File: src/rtl/sw_notify_pkg.sv
package sw_notify_pkg;

    localparam logic [11:0] OFS_LEN   = 12'h000;
    localparam logic [11:0] OFS_PTR   = 12'h004;
    localparam logic [11:0] OFS_FLAG  = 12'h008;
    localparam logic [11:0] OFS_STATE = 12'h00C;
    localparam logic [11:0] OFS_STAT  = 12'h010;
    localparam logic [11:0] OFS_EN    = 12'h014;

    typedef enum logic [3:0] {
        OP_NONE,
        OP_LEN_RD,
        OP_PTR_WR,
        OP_FLAG_RD,
        OP_STATE_RD,
        OP_STATE_WR,
        OP_STAT_RD,
        OP_EN_WR,
        OP_BAD
    } op_e;

    typedef enum logic [1:0] {
        HS_IDLE,
        HS_REQ,
        HS_RSP
    } hs_e;

    typedef struct packed {
        logic pend;
        logic en;
        logic irq;
    } ctl_t;

endpackage

File: src/rtl/sw_notify_dec.sv
module sw_notify_dec
    import sw_notify_pkg::*;
#(
    parameter int ADDR_W    = 12,
    parameter bit CAN_WRITE = 1'b1
) (
    input  logic              access,
    input  logic              write,
    input  logic [ADDR_W-1:0] addr,
    output op_e               op
);

    always_comb begin
        op = OP_NONE;
        if (access) begin
            op = OP_BAD;
            if (addr == ADDR_W'(OFS_LEN) && !write) begin
                op = OP_LEN_RD;
            end else if (addr == ADDR_W'(OFS_PTR) && write) begin
                op = OP_PTR_WR;
            end else if (addr == ADDR_W'(OFS_FLAG) && !write) begin
                op = OP_FLAG_RD;
            end else if (addr == ADDR_W'(OFS_STATE) && !write) begin
                op = OP_STATE_RD;
            end else if (addr == ADDR_W'(OFS_STATE) && write && CAN_WRITE) begin
                op = OP_STATE_WR;
            end else if (addr == ADDR_W'(OFS_STAT) && !write) begin
                op = OP_STAT_RD;
            end else if (addr == ADDR_W'(OFS_EN) && write) begin
                op = OP_EN_WR;
            end
        end
    end

endmodule

File: src/rtl/sw_notify_hs.sv
module sw_notify_hs
    import sw_notify_pkg::*;
#(
    parameter int DATA_W = 32
) (
    input  logic              clk,
    input  logic              rst_n,
    input  logic              start,
    input  logic [DATA_W-1:0] wdata,
    input  logic              req_ready,
    input  logic              rsp_valid,
    output logic              req_valid,
    output logic [DATA_W-1:0] req_data,
    output logic              done,
    output logic              idle
);

    typedef struct packed {
        hs_e               fsm;
        logic [DATA_W-1:0] data;
    } hs_t;

    hs_t h_d, h_q;

    always_comb begin
        h_d = h_q;
        unique case (h_q.fsm)
            HS_IDLE: if (start) begin
                h_d.fsm  = HS_REQ;
                h_d.data = wdata;
            end
            HS_REQ:  if (req_ready) h_d.fsm = HS_RSP;
            HS_RSP:  if (rsp_valid) h_d.fsm = HS_IDLE;
            default: h_d.fsm = HS_IDLE;
        endcase
    end

    always_ff @(posedge clk or negedge rst_n) begin
        if (!rst_n) begin
            h_q <= '{fsm: HS_IDLE, data: '0};
        end else begin
            h_q <= h_d;
        end
    end

    assign req_valid = (h_q.fsm == HS_REQ);
    assign req_data  = h_q.data;
    assign done      = (h_q.fsm == HS_RSP) && rsp_valid;
    assign idle      = (h_q.fsm == HS_IDLE);

endmodule

File: src/rtl/sw_notify.sv
module sw_notify
    import sw_notify_pkg::*;
#(
    parameter int ADDR_W    = 12,
    parameter int DATA_W    = 32,
    parameter int NAME_LEN  = 9,
    parameter bit CAN_WRITE = 1'b1
) (
    input  logic              clk,
    input  logic              rst_n,
    input  logic              psel,
    input  logic              penable,
    input  logic              pwrite,
    input  logic [ADDR_W-1:0] paddr,
    input  logic [DATA_W-1:0] pwdata,
    output logic [DATA_W-1:0] prdata,
    output logic              pready,
    output logic              pslverr,
    output logic              irq,
    input  logic              ext_upd_valid,
    input  logic [DATA_W-1:0] ext_upd_state,
    output logic              hnd_req_valid,
    output logic [DATA_W-1:0] hnd_req_data,
    input  logic              hnd_req_ready,
    input  logic              hnd_rsp_valid,
    input  logic [DATA_W-1:0] hnd_rsp_state
);

    localparam logic [DATA_W-1:0] LEN_VAL  = DATA_W'(NAME_LEN);
    localparam logic [DATA_W-1:0] FLAG_VAL = DATA_W'(CAN_WRITE);

    typedef struct packed {
        logic [DATA_W-1:0] state;
        ctl_t              ctl;
    } regs_t;

    regs_t r_d, r_q;
    op_e   op;
    logic  access;
    logic  hs_start, hs_done, hs_idle;

    assign access = psel && penable;

    sw_notify_dec #(
        .ADDR_W   (ADDR_W),
        .CAN_WRITE(CAN_WRITE)
    ) u_dec (
        .access(access),
        .write (pwrite),
        .addr  (paddr),
        .op    (op)
    );

    assign hs_start = (op == OP_STATE_WR) && hs_idle;

    generate
        if (CAN_WRITE) begin : g_hs
            sw_notify_hs #(
                .DATA_W(DATA_W)
            ) u_hs (
                .clk      (clk),
                .rst_n    (rst_n),
                .start    (hs_start),
                .wdata    (pwdata),
                .req_ready(hnd_req_ready),
                .rsp_valid(hnd_rsp_valid),
                .req_valid(hnd_req_valid),
                .req_data (hnd_req_data),
                .done     (hs_done),
                .idle     (hs_idle)
            );
        end else begin : g_no_hs
            assign hnd_req_valid = 1'b0;
            assign hnd_req_data  = '0;
            assign hs_done       = 1'b0;
            assign hs_idle       = 1'b1;
        end
    endgenerate

    // Next-value computation: bus effects first, external update last (priority).
    always_comb begin
        r_d = r_q;
        unique case (op)
            OP_STAT_RD: if (r_q.ctl.pend && r_q.ctl.en) r_d.ctl.pend = 1'b0;
            OP_EN_WR:   r_d.ctl.en = pwdata[0];
            OP_STATE_WR: if (hs_done && (hnd_rsp_state != r_q.state)) begin
                r_d.state    = hnd_rsp_state;
                r_d.ctl.pend = 1'b1;
            end
            default: ;
        endcase
        if (ext_upd_valid) begin
            r_d.state    = ext_upd_state;
            r_d.ctl.pend = 1'b1;
        end
        r_d.ctl.irq = r_d.ctl.pend && r_d.ctl.en;
    end

    always_ff @(posedge clk or negedge rst_n) begin
        if (!rst_n) begin
            r_q <= '0;
        end else begin
            r_q <= r_d;
        end
    end

    always_comb begin
        unique case (op)
            OP_LEN_RD:   prdata = LEN_VAL;
            OP_FLAG_RD:  prdata = FLAG_VAL;
            OP_STATE_RD: prdata = r_q.state;
            OP_STAT_RD:  prdata = DATA_W'(r_q.ctl.pend && r_q.ctl.en);
            default:     prdata = '0;
        endcase
    end

    assign pready  = (op == OP_STATE_WR) ? hs_done : 1'b1;
    assign pslverr = (op == OP_BAD);
    assign irq     = r_q.ctl.irq;

endmodule

File: config.mk
export PLATFORM = sky130hd
export DESIGN_NAME = sw_notify
export DESIGN_NICKNAME = d
export VERILOG_FILES = /design/src/rtl/sw_notify_pkg.sv /design/src/rtl/sw_notify_dec.sv /design/src/rtl/sw_notify_hs.sv /design/src/rtl/sw_notify.sv
export SDC_FILE = /design/constraint.sdc
export NUM_CORES = 1
export LEC_CHECK = 0
export BUFFER_PORTS_ARGS = -buffer_cell sky130_fd_sc_hd__buf_2
export CAP_MARGIN = 20
export CORE_UTILIZATION = 49
export DETAILED_ROUTE_END_ITERATION = 12
export PLACE_DENSITY_LB_ADDON = 0.25
export SLEW_MARGIN = 20
export SYNTH_ARGS = -nofsm -noshare
export SYNTH_HDL_FRONTEND = slang
export SYNTH_SLANG_ARGS = --single-unit
export TNS_END_PERCENT = 30
File: constraint.sdc
create_clock -name clk -period 1.9 [get_ports clk]
set_input_delay 0.095 -clock clk [delete_from_list [all_inputs] [get_ports clk]]
set_output_delay 0.095 -clock clk [all_outputs]
set_load 0.005 [all_outputs]
* After elaboration in Yosys (flattened, before gate mapping)
Cells that the tools add are included.
** Operators by class
- Equality and inequality tests :: 18
- Multiplexer cells :: 20
- Reduce and logical (&&, ||, !) cells :: 21
** Operators by type and width (number)
- 32-bit one-hot mux with 4 select lines :: 1
- 33-bit 2-to-1 mux :: 2
- 34-bit 2-to-1 mux :: 1
- 32-bit 2-to-1 mux :: 1
- 4-bit 2-to-1 mux :: 8
- 32-bit inequality test :: 1
- 12-bit by 4-bit equality test with 1-bit output (second input constant) :: 2
- 12-bit by 5-bit equality test with 1-bit output (second input constant) :: 2
- 4-bit by 3-bit equality test with 1-bit output (second input constant) :: 4
- 1-bit logical AND :: 13
- 12-bit by 3-bit equality test with 1-bit output (second input constant) :: 1
- 12-bit logical NOT :: 1
- 2-bit one-hot mux with 3 select lines :: 1
- 4-bit by 1-bit equality test with 1-bit output (second input constant) :: 1
- 4-bit by 2-bit equality test with 1-bit output (second input constant) :: 1
- 4-bit equality test (second input constant) :: 1
- 2-bit 2-to-1 mux :: 2
- 2-bit by 1-bit inequality test with 1-bit output (second input constant) :: 2
- 2-bit AND reduction :: 2
- 2-bit nonzero test :: 2
- 1-bit 2-to-1 mux :: 3
- 3-bit AND reduction :: 1
- 2-bit by 1-bit equality test with 1-bit output (second input constant) :: 1
- 2-bit equality test (second input constant) :: 1
- other kinds (4) :: 4
** Word-level totals
- Register bits :: 69
- Bits of input ports :: 116

* Longest topological paths before layout
Gate-level depths: netlist (run 1).
- Word-level depth :: 14
- Mapped depth :: 7
- Mapped depth without buffers :: 5

* Modules after synthesis
Synthesis (run 1) repeated with hierarchy kept, for this count alone.
** Second synthesis, totals
- Cells, all modules :: 420
- Area total of the unflattened synthesis :: 4475.5 µm²
** Modules (own cells, without submodules)
- sw_notify :: times used 1, cells an instance 285, area each 2765.2 µm²
- sw_notify_hs :: times used 1, cells an instance 110, area each 1552.7 µm²
- sw_notify_dec :: times used 1, cells an instance 25, area each 157.7 µm²

* Least setup slack after synthesis (run 1)
No wires, ideal clock.
- Kind :: reg-to-reg
- From :: register r_q[26] (netlist bit)
- To :: register r_q[21] (netlist bit)
- Data arrival time :: 1661 ps
- Required time :: 1830 ps
- Slack :: 170 ps
- Stages on the path, launching flop included :: 8
- Buffers on the path :: 2
- Period minus slack after synthesis :: 1730 ps
- Cell sequence :: dfrtp_1 -> xor2_1 -> nor4_1 -> and4_1 -> clkbuf_1 -> clkbuf_1 -> nand3_1 -> nand3_1
** Between the ends
- Longest elaborated chain between the ends :: 4
** RTL lines
- from (decl) :: RTL line sw_notify.sv:37 : regs_t r_d, r_q;
- from (signal assigned) :: RTL line sw_notify.sv:103 : r_q <= r_d;
- 32-bit inequality test :: RTL line sw_notify.sv:86 : OP_STATE_WR: if (hs_done && (hnd_rsp_state != r_q.state)) begin
- 1-bit logical AND :: RTL line sw_notify.sv:86
- 2-bit nonzero test (no line)
- 2-bit AND reduction (no line)
No other way between the ends.
A chain may end at the register's enable or synchronous reset.

* Final worst setup path (run 1)
- From :: register r_q[18] (netlist bit)
- To :: register r_q[24] (netlist bit)
Same word-level chain as after synthesis.

==> qor.yml, run 1 <==
finalNonFillerCells: 748
cts_max_path_buffers: 2
powerDensity_nw_per_um2: 543
initial_utilization_pct: 51.3
irDropWorstVdd_mv: 0.425
hold_violations: 0
drc_errors: 11
finalWorstSetupSlack_ns: -0.0131
worstMarginPinSlew_ns: 0.919
final_common_cell: "buf_2"
die_y_um: 98.0
post-route-min-period_ns: 1.91
synth-seq-area-share_pct: 38.2
fin_total_pwr_mw: 3.36
synth_area_um2: 4520
slew_headroom_pct: 38.7
hold_ws_ns: 0.00318
grt_pass1_wl_mm: 21.1
vias_per_cell: 5.75
fmax_mhz: 523
cp.required_ns: 2.12
crit_chain: "xor2_1 > nor4_1 > buf_4 > nand4_1 > buf_6 > buf_12 > o2111ai_1 > nand3_1"
rsz0062_at_grt: "yes"
drt-initial-drc-count: 326
fin_util_pct: 70.3
pin_count: 184
syn-num-nets: 569
period_share_pct: 101
post_drt_wl_per_cell_um: 18.0
maxCapViolCount: 0
diodes: 0
synth_warnings: 0
clk-insertion-delay-late_ns: 0.34
outcome: "complete, but fails checks"
finalSetupViolCount: 1
crit_type: "flip-flop to flip-flop"
crit_fanout: 12
std_cell_rows: 34
grt_max_degree: 70
tritoncts: "yes"
skew_ns: 0.00664
hold_path.class: "input pin to flip-flop"
yosys_most_used_dff: "dfrtp_1"
tns_ns: -0.0131
grt_pass1_vias: 4361
critical_path.top_delay_family: "buffers and inverters"
cellLeakagePower_nw: 3.01
worstSetupEndpointType: "flip-flop"
worst-path-buf-inv: 3
ys_ff_latch: 69
antenna_found_initial: 0
avgSynthCellArea_um2: 9.97
via_count: 4300
dr.pass1.iters: 9
dp_hpwl_mm: 8.93
coreArea_um2: 8810
slowest_delay_ns: 0.40
maxSlewViolCount: 0
fin_area_um2: 6190
grt_overflow_total: 0
cts-root-buf: "clkbuf_8"
yosysUniqueCellTypes: 35
violations: "design-rule violations, negative setup slack"
mostFrequentLayoutCells: "182 x buf_2, 69 x dfrtp_1, 67 x nand3_1, 34 x dlygate4sd3_1, 33 x mux2_2"
slowest_stage: "dfrtp_1"
cts_max_level: 3
clock-sinks: 69
grt.total_usage_pct: 27.7
routed_wl_mm: 13.5
dp_cells: 695
dieArea_um2: 9610
routabilityCongestion: 0.910
dpl_worst_slack_ns: 0.00645
final_nets: 752
postRouteAntennaNets: 0
syn_inst: 453
synthToLayoutAreaGrowth_pct: 37.1
fp.dieW_um: 98.0
synthArstFlopShare_pct: 100
clkTransAtPathRegs_ns: 0.07
synth_edf_count: 0
drive_above_1_share_pct: 50.8
arrival_ns: 2.13
cts_buffers: 9
postPlaceCellArea_um2: 5370
crit_path_start_kind: "flip-flop"
port-buffer-count: 183
==> cell type report <==
type / count / area (um2)
timing repair buffer: 243 / 1560
clock buffer: 9 / 124
clock inverter: 6 / 65.1
sequential: 69 / 1730
fill: 706 / 2610
inverter: 5 / 18.8
tap: 108 / 135
multi-input combinational: 308 / 2570
==> Yosys cell counts, drive strengths merged, types with 2 or more instances <==
master    n  area share (%)
o21ai     3            0.33
dfrtp    69              38
o2111ai  32             6.2
nand4     3            0.42
nor2b    32             4.4
buf      42             6.8
inv       5            0.42
nor2      6            0.50
and4      2            0.39
nand2b    2            0.28
clkbuf   29             2.5
nor4     10             1.7
a21oi     4            0.44
nor3      2            0.33
or3       2            0.28
a22oi    32             8.6
nand3    67             7.4
nand2     8            0.66
xor2     32             6.2
and2     30             4.2
mux2     33             8.2
==> final timing paths <==
check                                       start                     end  slack (ns)  cells after the start
min in group asynchronous                   rst_n                 r_q[20]        0.42                      2
min reg2reg                g_hs.u_hs.req_data[21]  g_hs.u_hs.req_data[21]        0.50                      1
max                                       r_q[18]                 r_q[24]       -0.01                      8
min                             ext_upd_state[30]                 r_q[33]       0.003                      3
max reg2reg                               r_q[18]                 r_q[24]       -0.01                      8
max in group asynchronous                   rst_n   g_hs.u_hs.req_data[0]        0.89                      2
==> tightest hold or removal path: cells and delay by family <==
family | cells | cell delay, ns
AO/OA/AOI/OAI | 1 | 0.06
buffers and inverters | 1 | 0.08
AND/OR/NAND/NOR | 1 | 0.07
==> sequential cells by signal, summed over array words and instances (netlist names) <==
name / count
r_q: 34
g_hs.u_hs.req_data: 32
g_hs.u_hs.h_q: 2
irq: 1
==> layer usage <==
layer / vias up / wire (um) / track usage (%)
li1: 1978 / - / -
met1: 2079 / 5400 / 36.0
met2: 219 / 6810 / 46.6
met3: 24 / 963 / 4.37
met4: 0 / 286 / 10.0
met5: - / 0 / 0
==> where the power goes <==
group / switching (mW) / internal, mW
sequential: 0.0588 / 1.53
combinational: 0.292 / 0.291
clock: 0.591 / 0.599
total: 0.942 / 2.42
==> repair_timing <==
| item | CTS | global route |
|---|---|---|
| buffers inserted | 0 | 2 |
| cloned | 0 | 2 |
| hold endpoints to repair | 101 | 0 |
| pin swaps | 1 | 26 |
| resized for setup | 1 | 53 |
| hold buffers | 34 | 0 |
| endpoints found under the setup margin | 1 | 64 |
==> cell families after synthesis <==
kind of cell | after synthesis | share of synthesized area, %
AND/OR/NAND/NOR | 168 | 21.3
flip-flops | 69 | 38.2
multiplexers | 33 | 8.23
XOR/XNOR | 32 | 6.21
AO/OA/AOI/OAI | 75 | 16.3
buffers and inverters | 76 | 9.75
(Power assumes the default switching activity.)
==> run 2: changes to the inputs <==
- PLACE_DENSITY_LB_ADDON: 0.25 -> 0.2
==> run 2 against run 1 <==
  * The run ends with design-rule violations left
  * Sequential share of layout area about the same
  * Cell count up 2.3%
  * Sequential cell count unchanged
  * Largest cell class unchanged
  * Largest power group unchanged
  * Count of clock-buffer cells in the layout unchanged
  * Die area unchanged
  * Setup slack better by 0.060 ns
  * Combinational power up 2%
  * Core utilization up 0.071 points
  * Via count up 0.72%
==> qor.yml, run 2 (synthesis results as in run 1) <==
maxSlewViolCount: 0
grt_pass1_wl_mm: 20.9
std_cell_rows: 34
final_common_cell: "buf_2"
final_nets: 768
grt.total_usage_pct: 27.6
dr.pass1.iters: 8
period_share_pct: 97.5
drc_errors: 11
critPathLaunch: "r_q[18]"
clock-sinks: 69
crit_fanout: 15
initial_utilization_pct: 51.3
routed_wl_mm: 13.0
vias_per_cell: 5.66
crit_path_start_kind: "flip-flop"
cp.required_ns: 2.13
coreArea_um2: 8810
post_drt_wl_per_cell_um: 17.0
finalNonFillerCells: 765
rsz0062_at_grt: "yes"
outcome: "complete, but fails checks"
dp_cells: 697
crit_type: "flip-flop to flip-flop"
timing.critical_path.to: "r_q[14]"
post-route-min-period_ns: 1.85
slew_headroom_pct: 66.0
grt_max_degree: 70
antenna_found_initial: 0
max_flop_register: "r_q"
arrival_ns: 2.08
timing.rr.end: "r_q[14]"
cts_max_path_buffers: 2
worstRegToRegCells: 7
postRouteAntennaNets: 0
clk-insertion-delay-late_ns: 0.35
rrSetupSlack_ns: 0.05
worstMarginPinSlew_ns: 0.510
maxCapViolCount: 0
die_y_um: 98.0
cts_buffers: 9
cellLeakagePower_nw: 3.05
drive_above_1_share_pct: 46.7
mostFrequentLayoutCells: "182 x buf_2, 69 x dfrtp_1, 67 x nand3_1, 48 x dlygate4sd3_1, 33 x mux2_2"
skew_ns: 0.00811
largest_reg_flops: 34
fmax_mhz: 540
pin_count: 184
dieArea_um2: 9610
routabilityCongestion: 0.849
via_count: 4331
hold_depth: 3
clkTransAtPathRegs_ns: 0.08
violations: "design-rule violations"
hold_violations: 0
hold_ws_ns: 0.00646
grt_pass1_vias: 4209
grt_overflow_total: 0
diodes: 0
powerDensity_nw_per_um2: 528
worstSetupEndpointType: "flip-flop"
r2r_start: "r_q[18]"
irDropWorstVdd_mv: 0.331
synthToLayoutAreaGrowth_pct: 37.3
cts-root-buf: "clkbuf_8"
drt-initial-drc-count: 313
port-buffer-count: 183
tritoncts: "yes"
hold_path.class: "input pin to flip-flop"
fp.dieW_um: 98.0
cts_max_level: 3
finalSetupViolCount: 0
dp_hpwl_mm: 8.60
-- run 2: changes by cell type in the layout (fill, tap and decap cells not counted), moves of 3 or more --
cell,previous run,this run
dlygate4sd3_1,34,48
buf_4,15,18
o2111ai_1,4,24
o2111ai_2,28,8
-- run 2: per-stage QoR --
stage / cell area [um2] / worst slack, ns / total power, mW / util (%) / setup TNS, ns
finish: 6200 / 0.0474 / 3.27 / 70.4 / 0
global route: 6200 / -0.0773 / 3.44 / 70.4 / -1.21
CTS: 6020 / 0.0158 / 3.27 / 68.3 / 0
detailed placement: 5410 / -0.0171 / 2.11 / 61.5 / -0.0690
global placement: 5410 / -0.136 / 2.10 / 61.5 / -0.209
floorplan: 4520 / 0.170 / 1.85 / - / 0
-- run 2: worst min path at each step --
stage	start	to	slack (ns)
floorplan	rst_n	g_hs.u_hs.h_q[32]	-0.20
global placement	rst_n	r_q[16]	0.14
detailed placement	rst_n	r_q[20]	0.14
CTS	ext_upd_state[11]	r_q[14]	0.0001
global route	ext_upd_state[27]	r_q[30]	0.0003
finish	ext_upd_state[27]	r_q[30]	0.006
-- run 2: what timing repair did --
action | 4_1_cts | 5_1_grt
pin swaps | 0 | 7
hold buffers | 41 | 7
setup endpoints to repair | 31 | 64
cloned | 0 | 1
hold endpoints to repair | 108 | 7
setup buffers | 0 | 3
resized for setup | 5 | 17
-- run 2: power by group --
group | internal, mW | switching, mW
clock network | 0.477 | 0.611
registers | 1.53 | 0.0575
logic | 0.313 | 0.283
total | 2.32 | 0.952
-- run 2: cell type report --
class                   instances  area [um2]
inverters                       5        18.8
clock inverters                 7        51.3
flip-flops and latches         69        1730
multi-input cells             308        2440
repair buffers                259        1700
fillers                       689        2610
clock buffers                   9         124
well taps                     108         135
-- run 2: metal layers --
metal | share of wire, % | track usage (%) | vias up
met5 | 0 | 0 | -
met4 | 1.4 | 10.3 | 0
met3 | 7.0 | 4.72 | 15
met2 | 50 | 44.9 | 185
met1 | 41 | 37.0 | 2111
li1 | - | - | 2020
-- run 2: worst max-delay path: stages, from the launching register on --
cell       delay (ns)
dfrtp_1          0.40
xor2_1           0.17
nor4_2           0.30
buf_4            0.16
nand4_1          0.15
buf_6            0.22
o2111ai_1        0.22
nand3_1          0.09
==> run 3: changes to the inputs <==
- CORE_UTILIZATION: 49 -> 53
- clock period: 1.9 -> 2.4 ns (I/O delays scaled with it)
==> run 3 against run 2 <==
  * Clock skew grew 0.0037 ns
  * Sequential share of layout area grew 2.8 points
  * Via count shrank 3.2%
  * The flow now finishes without violations
  * Largest cell class unchanged
  * Critical path depth grew 1
==> qor.yml, run 3 (synthesis results as in run 1) <==
maxSlewViolCount: 0
dieArea_um2: 8900
final_nets: 723
worstMarginPinSlew_ns: 0.895
skew_ns: 0.0118
fillers: 681
largest_reg_flops: 34
hold_violations: 0
pin_count: 184
antenna_found_initial: 0
grt_pass1_wl_mm: 20.1
slowest_stage: "or3_1"
max_flop_register: "r_q"
dp_hpwl_mm: 8.68
post-route-min-period_ns: 2.10
ff_latch_area_um2: 1730
tns_ns: 0
cpMostUsedCell: "buf_2"
cellLeakagePower_nw: 2.83
diodes: 0
fmax_mhz: 476
grt_overflow_total: 0
vias_per_cell: 5.85
maxCapViolCount: 0
rsz0062_at_grt: "no"
grt.total_usage_pct: 29.2
crit_chain: "buf_2 > nor4_4 > nand4b_1 > or3_1 > nor2_1 > buf_4 > and2_1 > buf_2"
irDropWorstVdd_mv: 0.282
slew_headroom_pct: 40.3
grt_max_degree: 70
worst-path-buf-inv: 3
worstSetupEndpointType: "primary output"
coreArea_um2: 8220
crit_type: "input pin to primary output"
dr.pass1.iters: 5
synthToLayoutAreaGrowth_pct: 24.7
hold_depth: 2
outcome: "finished clean"
clock-sinks: 69
fp.dieW_um: 94.3
routabilityCongestion: 0.859
finalSetupViolCount: 0
tritoncts: "yes"
drive_above_1_share_pct: 45.9
ctsResizeCount: 0
arrival_ns: 1.98
final_common_cell: "buf_2"
worstHoldStart: "pwdata[18]"
mostFrequentLayoutCells: "182 x buf_2, 69 x dfrtp_1, 67 x nand3_1, 33 x mux2_2"
post-cts-setup-buffers: 0
post_drt_wl_per_cell_um: 17.9
slowest_delay_ns: 0.41
crit_fanout: 17
rrSetupSlack_ns: 0.41
std_cell_rows: 33
hold_ws_ns: 0.00665
dp_cells: 686
drt-initial-drc-count: 251
routed_wl_mm: 12.8
drc_errors: 0
die_y_um: 94.3
cts_max_level: 3
postRouteAntennaNets: 0
cts-root-buf: "clkbuf_8"
clk-insertion-delay-late_ns: 0.35
critical_path.top_delay_family: "simple AND/OR/NAND/NOR gates"
timing.rr.end: "irq"
powerDensity_nw_per_um2: 474
cts_max_path_buffers: 2
cts_buffers: 9
min_to: "g_hs.u_hs.req_data[18]"
clkTransAtPathRegs_ns: 0.08
port-buffer-count: 183
grt_pass1_vias: 4079
r2r_start: "r_q[22]"
crit_path_start_kind: "input pin"
multi_input_area_um2: 2360
worstRegToRegCells: 6
finalNonFillerCells: 717
initial_utilization_pct: 55.0
period_share_pct: 87.6
cp.required_ns: 2.28
via_count: 4192
hold_path.class: "input pin to flip-flop"
[run 3: cell types whose count changed in the layout (fill, tap and decap cells not counted), sizes merged]
cell         change
dlygate4sd3     -33
buf             -12
clkinv           -4
bufinv           +1
inv              +1
clkinvlp         +1
clkbuf           +1
[run 3: report_power, final]
part	internal, mW	total [mW]	switching (mW)
Clock	0.516	1.01	0.491
Sequential	1.21	1.26	0.0473
Combinational	0.202	0.407	0.206
[run 3: worst max path at each step]
stage | from | to | slack, ns | cells past startpoint
2_1_floorplan | r_q[26] | r_q[21] | 0.67 | 7
3_3_place_gp | paddr[9] | prdata[29] | 0.35 | 8
3_5_place_dp | paddr[9] | prdata[24] | 0.31 | 8
4_1_cts | paddr[9] | prdata[24] | 0.31 | 8
5_1_grt | r_q[22] | irq | 0.15 | 6
6_report | paddr[9] | prdata[24] | 0.30 | 8
[run 3: area by class of cell]
type	instances	share of cell area [%]
timing repair buffer	214	21.1
inverter	5	0.333
tap	105	2.33
sequential	69	30.7
clock inverter	6	1.24
multi-input combinational	308	41.9
clock buffer	10	2.44
[run 3: metal layers]
metal	part of all wire [%]	track usage (%)
met2	50	48.9
met5	0	0
met1	41	38.2
met3	7.8	4.94
met4	1.8	9.49
[run 3: repair_timing]
| item | 4_1_cts | 5_1_grt |
|---|---|---|
| hold endpoints to repair | 83 | 0 |
| hold buffers | 15 | 0 |
| setup endpoints to repair | 0 | 0 |
[run 3: per-stage QoR]
stage	utilization (%)	cell area, um2	worst slack, ns	total power [mW]
floorplan	-	4520	0.670	1.47
global placement	64.2	5270	0.352	1.65
detailed placement	64.2	5270	0.315	1.66
CTS	68.5	5630	0.311	2.68
global route	68.5	5630	0.152	2.78
finish	68.5	5630	0.298	2.67
